### config.mk
export PLATFORM = sky130hd
export DESIGN_NAME = mcu_irq_ctrl
export DESIGN_NICKNAME = d
export VERILOG_FILES = /design/src/rtl/irq_pkg.sv /design/src/rtl/irq_edge_sync.sv /design/src/rtl/irq_regs.sv /design/src/rtl/irq_arb.sv /design/src/rtl/mcu_irq_ctrl.sv
export SDC_FILE = /design/constraint.sdc
export NUM_CORES = 1
export LEC_CHECK = 0
export BUFFER_PORTS_ARGS = -buffer_cell sky130_fd_sc_hd__buf_4
export CAP_MARGIN = 20
export CORE_MARGIN = 2
export CORE_UTILIZATION = 35
export CTS_CLUSTER_SIZE = 10
export DETAILED_ROUTE_END_ITERATION = 6
export PLACE_DENSITY = 0.86
export SKIP_LAST_GASP = 1
export SLEW_MARGIN = 20
export SYNTH_ARGS = -nofsm -noshare
export SYNTH_HDL_FRONTEND = slang
export SYNTH_HIERARCHICAL = 1
export SYNTH_SLANG_ARGS = --single-unit
### constraint.sdc
create_clock -name clk_i -period 3.7 [get_ports clk_i]
set_input_delay 0.555 -clock clk_i [delete_from_list [all_inputs] [get_ports clk_i]]
set_output_delay 0.555 -clock clk_i [all_outputs]
set_load 0.05 [all_outputs]
### src/rtl/irq_pkg.sv
package irq_pkg;
  localparam int unsigned TMR_BIT = 0;
  localparam int unsigned EXT_BIT = 3;
  typedef enum logic {SRC_HW = 1'b0, SRC_SW = 1'b1} irq_src_e;
endpackage

### src/rtl/irq_edge_sync.sv
module irq_edge_sync #(
  parameter int unsigned STAGES = 2
) (
  input  logic clk_i,
  input  logic rst_ni,
  input  logic pin_ni,
  output logic fall_o
);
  logic [STAGES-1:0] sync_q;
  logic              prev_q;

  generate
    if (STAGES == 1) begin : g_one
      always_ff @(posedge clk_i or negedge rst_ni)
        if (!rst_ni) sync_q <= '1;
        else         sync_q <= pin_ni;
    end else begin : g_chain
      always_ff @(posedge clk_i or negedge rst_ni)
        if (!rst_ni) sync_q <= '1;
        else         sync_q <= {sync_q[STAGES-2:0], pin_ni};
    end
  endgenerate

  always_ff @(posedge clk_i or negedge rst_ni)
    if (!rst_ni) prev_q <= 1'b1;
    else         prev_q <= sync_q[STAGES-1];

  assign fall_o = prev_q & ~sync_q[STAGES-1];
endmodule

### src/rtl/irq_regs.sv
module irq_regs #(
  parameter int unsigned DATA_W = 8
) (
  input  logic              clk_i,
  input  logic              rst_ni,
  input  logic              tmr_evt_i,
  input  logic              ext_evt_i,
  input  logic              stat_wr_i,
  input  logic [DATA_W-1:0] stat_wdata_i,
  input  logic              mask_wr_i,
  input  logic [DATA_W-1:0] mask_wdata_i,
  output logic [DATA_W-1:0] flags_o,
  output logic [DATA_W-1:0] mask_o
);
  import irq_pkg::*;

  localparam logic [DATA_W-1:0] IMPL = DATA_W'((1 << TMR_BIT) | (1 << EXT_BIT));

  logic [DATA_W-1:0] flags_q, mask_q, evt, kept;

  always_comb begin
    evt          = '0;
    evt[TMR_BIT] = tmr_evt_i;
    evt[EXT_BIT] = ext_evt_i;
    kept         = stat_wr_i ? (flags_q & stat_wdata_i) : flags_q;
  end

  // events win over a clearing write in the same cycle
  always_ff @(posedge clk_i or negedge rst_ni)
    if (!rst_ni) flags_q <= '0;
    else         flags_q <= (kept | evt) & IMPL;

  always_ff @(posedge clk_i or negedge rst_ni)
    if (!rst_ni)        mask_q <= '0;
    else if (mask_wr_i) mask_q <= mask_wdata_i & IMPL;

  assign flags_o = flags_q;
  assign mask_o  = mask_q;
endmodule

### src/rtl/irq_arb.sv
module irq_arb #(
  parameter int unsigned    ADDR_W = 12,
  parameter logic [ADDR_W-1:0] HW_VEC = 12'h001,
  parameter logic [ADDR_W-1:0] SW_VEC = 12'h002
) (
  input  logic              clk_i,
  input  logic              rst_ni,
  input  logic              hw_pend_i,
  input  logic              swi_i,
  input  logic              eni_i,
  input  logic              disi_i,
  input  logic              reti_i,
  output logic              take_o,
  output logic [ADDR_W-1:0] vector_o,
  output logic              gie_o
);
  import irq_pkg::*;

  logic      gie_q;
  irq_src_e  src;

  assign src      = swi_i ? SRC_SW : SRC_HW;
  assign take_o   = gie_q & (hw_pend_i | swi_i);
  assign vector_o = (src == SRC_SW) ? SW_VEC : HW_VEC;

  // accept > disable > enable/return
  always_ff @(posedge clk_i or negedge rst_ni)
    if (!rst_ni)               gie_q <= 1'b0;
    else if (take_o || disi_i) gie_q <= 1'b0;
    else if (eni_i || reti_i)  gie_q <= 1'b1;

  assign gie_o = gie_q;
endmodule

### src/rtl/mcu_irq_ctrl.sv
module mcu_irq_ctrl #(
  parameter int unsigned       DATA_W      = 8,
  parameter int unsigned       ADDR_W      = 12,
  parameter int unsigned       SYNC_STAGES = 2,
  parameter logic [ADDR_W-1:0] HW_VEC      = 12'h001,
  parameter logic [ADDR_W-1:0] SW_VEC      = 12'h002
) (
  input  logic              clk_i,
  input  logic              rst_ni,
  input  logic              tmr_ovf_i,
  input  logic              ext_irq_ni,
  input  logic              eni_i,
  input  logic              disi_i,
  input  logic              reti_i,
  input  logic              swi_i,
  input  logic              stat_wr_i,
  input  logic [DATA_W-1:0] stat_wdata_i,
  input  logic              mask_wr_i,
  input  logic [DATA_W-1:0] mask_wdata_i,
  output logic [DATA_W-1:0] stat_rdata_o,
  output logic [DATA_W-1:0] mask_rdata_o,
  output logic              take_o,
  output logic [ADDR_W-1:0] vector_o,
  output logic              gie_o
);
  logic              ext_fall;
  logic [DATA_W-1:0] flags_q, mask_q, armed;

  irq_edge_sync #(.STAGES(SYNC_STAGES)) u_sync (
    .clk_i  (clk_i),
    .rst_ni (rst_ni),
    .pin_ni (ext_irq_ni),
    .fall_o (ext_fall)
  );

  irq_regs #(.DATA_W(DATA_W)) u_regs (
    .clk_i        (clk_i),
    .rst_ni       (rst_ni),
    .tmr_evt_i    (tmr_ovf_i),
    .ext_evt_i    (ext_fall),
    .stat_wr_i    (stat_wr_i),
    .stat_wdata_i (stat_wdata_i),
    .mask_wr_i    (mask_wr_i),
    .mask_wdata_i (mask_wdata_i),
    .flags_o      (flags_q),
    .mask_o       (mask_q)
  );

  assign armed        = flags_q & mask_q;
  assign stat_rdata_o = armed;
  assign mask_rdata_o = mask_q;

  irq_arb #(.ADDR_W(ADDR_W), .HW_VEC(HW_VEC), .SW_VEC(SW_VEC)) u_arb (
    .clk_i     (clk_i),
    .rst_ni    (rst_ni),
    .hw_pend_i (|armed),
    .swi_i     (swi_i),
    .eni_i     (eni_i),
    .disi_i    (disi_i),
    .reti_i    (reti_i),
    .take_o    (take_o),
    .vector_o  (vector_o),
    .gie_o     (gie_o)
  );
endmodule


==> results.sh <==
export IMPL_outcome="complete, no violations"
export IMPL_postSynthCellCount=55
export IMPL_drt_iter0_markers=1
export IMPL_wire_per_inst_um=9.839
export IMPL_leakage_power_figure_nw=0.3515
export IMPL_first_global_vias=354
export IMPL_dp_cells=89
export IMPL_layout_worst_path_cycle_share=0.7476
export IMPL_drt_first_pass_iters=2
export IMPL_crit_type="reg2out"
export IMPL_yosysSeqAreaShare=0.3721
export IMPL_tritoncts_num_buffers=3
export IMPL_vias_after_detailed_routing=364
export IMPL_floorplan_io_pins=56
export IMPL_vias_per_cell=3.914
export IMPL_dp_worst_setup_slack_ns=1.204
export IMPL_initial_utilization=0.3681
export IMPL_setup_violations=0
export IMPL_clock_path_buffers=2
export IMPL_critical_path_peak_fanout=3
export IMPL_postCtsSetupRepairBufs=0
export IMPL_powerDensity_nw_per_um2=447.6
export IMPL_count_of_state_elements_after_synthesis=8
export IMPL_cts_tree="done"
export IMPL_place_port_buffers=21
export IMPL_critPathLaunchType="flop"
export IMPL_clk_latency_ns=0.26
export IMPL_finalHoldViolCount=0
export IMPL_antenna_cells_inserted=0
export IMPL_floorplan_rows=14
export IMPL_launch_point_of_the_critical_path="u_regs/mask_o[3]$_DFFE_PN0P_"
export IMPL_worst_hold_path_type="in2async"
export IMPL_postCtsResizedCells=0
export IMPL_final_core_util=0.4395
export IMPL_finish_net_count=104
export IMPL_antenna_found_initial=0
export IMPL_cap_viol_max_count=0
export IMPL_cts_root_buffer="clkbuf_4"
export IMPL_route_final_wire_length_um=915
export IMPL_post_synth_cell_area_avg_um2=9.964
export IMPL_cpMostUsedCell="or4_1"
export IMPL_cp_slowest_cell="or4_1"
export IMPL_ys_warnings_count=6
export IMPL_core_area_um2=1489
export IMPL_cts_hold_buffers_added=0
export IMPL_final_sum_of_negative_setup_slack_ns=0
export IMPL_areaGrowthSynthToFinish_pct=19.41
export IMPL_critPathRequiredTime_ns=3.14
export IMPL_final_max_slew_violation_count=0
export IMPL_fin_skew_ns=0.01410
export IMPL_worst_ep_arrival_time_ns=2.21
export IMPL_maxClockFrequency_ghz=0.3615
export IMPL_detail_route_antenna_nets=0
export IMPL_crit_reg2reg_launch="u_regs/mask_o[3]$_DFFE_PN0P_"
export IMPL_post_route_drc_count=0
export IMPL_grtUsageTotal=0.1063
export IMPL_number_of_clock_sinks=8
export IMPL_final_instance_count_excl_fill=93
export IMPL_synthDistinctLibCells=16
export IMPL_grt_overflow=0
export IMPL_min_period_ns=2.766
export IMPL_cp_end_kind="output pin"
export IMPL_synth_cell_area_um2=548.0
export IMPL_cp_slowest_stage_delay_ns=0.51
export IMPL_grt_start_max_net_pins=9
export IMPL_place_detailed_hpwl_um=817.8
export IMPL_die_height_um=43.57
export IMPL_drive_gt1_frac=0.4286
export IMPL_design_power_total_w=0.0002929
export IMPL_place_gp_congestion=0.6170
export IMPL_layout_setup_ws_ns=0.9339
export IMPL_crit_chain="and2_4, or4_1, or4_1, o21a_1, buf_4"
export IMPL_cts_htree_levels=1
export IMPL_ir_worst_vdd_v=0.0002590
export IMPL_layout_filler_cells=162
export IMPL_grt_setup_unrepaired="no"
export IMPL_chipWidth_um=43.57
export IMPL_grt_first_pass_wirelength_um=1455
export IMPL_cts_clk_slew_worst_paths_ns=0.06
export IMPL_fp_dieArea_um2=1898
[area by class of cell]
| class | count | area (um^2) | share of cell area |
|---|---|---|---|
| Multi-Input combinational cell | 43 | 242.7 | 0.3709 |
| Sequential cell | 8 | 203.9 | 0.3117 |
| Timing Repair Buffer | 21 | 157.7 | 0.2409 |
| Clock buffer | 4 | 26.28 | 0.04015 |
| Tap cell | 16 | 20.02 | 0.03059 |
| Inverter | 1 | 3.754 | 0.005736 |
[metrics by stage]
stage          area, um^2  hold WS, ns
6_report            654.4       0.1007
5_1_grt             654.4       0.1009
4_1_cts             654.4      0.09882
3_5_place_dp        628.1       0.3493
3_3_place_gp        628.1       0.3459
2_1_floorplan       623.1       0.2594
[registers in the layout, indices dropped and copies added, names as in the netlist]
signal,count
u_sync/sync_q,2
u_arb/gie_o,1
u_regs/flags_o,2
u_regs/mask_o,2
u_sync/prev_q,1
[synth_stat cells]
library cell,instances,area share
nor2b_4,1,0.025
and2_1,7,0.080
conb_1,2,0.014
nor3_2,1,0.018
a21o_1,2,0.027
nor3_1,1,0.0091
or4_1,2,0.027
dfstp_2,3,0.14
and2_4,1,0.016
inv_1,1,0.0068
nand2b_1,2,0.023
dfrtp_1,5,0.23
buf_4,23,0.32
o21a_1,1,0.014
mux2_2,2,0.041
or2_2,1,0.011
[worst paths after layout]
kind	to	slack, ns	cells after the start
min reg2reg	u_sync/sync_q[1]$_DFF_PN1_	0.35	0
max in group asynchronous	u_sync/sync_q[1]$_DFF_PN1_	3.37	1
max reg2reg	u_arb/gie_o$_DFFE_PN0P_	1.72	5
min	u_regs/mask_o[3]$_DFFE_PN0P_	0.10	1
min in group clk_i	u_sync/sync_q[1]$_DFF_PN1_	0.35	0
max	take_o	0.93	5
[power by group]
group / switching [W] / total (W) / internal, W
Combinational: 0.0000906 / 0.000121 / 0.0000299
Sequential: 0.00000471 / 0.000100 / 0.0000957
Clock: 0.0000306 / 0.0000719 / 0.0000413
[logic make-up (layout without fill, tap and decap cells)]
group | Yosys count | in the layout | synth area share
AOI/OAI and AO/OA | 3 | 3 | 0.04109
muxes | 2 | 2 | 0.04109
and+or+nand+nor | 16 | 16 | 0.2100
buffers and inverters | 24 | 26 | 0.3219
other | 2 | 22 | 0.01370
DFF | 8 | 8 | 0.3722
[critical path, delay by kind of cell, from the launching register on]
kind | cells | cell delay [ns]
and+or+nand+nor | 3 | 1.15
DFF | 1 | 0.40
buffers and inverters | 1 | 0.19
AOI/OAI and AO/OA | 1 | 0.22
[cell usage in the layout, fill, tap and decap left out]
cell | netlist | routed
conb_1 | 2 | 22
buf_4 | 23 | 21
and2_1 | 7 | 7
dfrtp_1 | 5 | 5
clkbuf_4 | 0 | 3
dfstp_2 | 3 | 3
or4_1 | 2 | 2
nand2b_1 | 2 | 2
a21o_1 | 2 | 2
mux2_2 | 2 | 2
and2_4 | 1 | 1
or2_2 | 1 | 1
clkbuf_1 | 0 | 1
inv_1 | 1 | 1
o21a_1 | 1 | 1
nor3_1 | 1 | 1
nor3_2 | 1 | 1
nor2b_4 | 1 | 1
[layer usage]
metal | vias to the layer above | GRT usage | wire, um
met1 | 160 | 0.09845 | 280
li1 | 172 | - | -
met2 | 30 | 0.1941 | 496
met4 | 0 | 0.07273 | 12
met3 | 2 | 0.03333 | 124
met5 | - | 0 | 0
No activity file was read; power rests on OpenSTA's default activity.
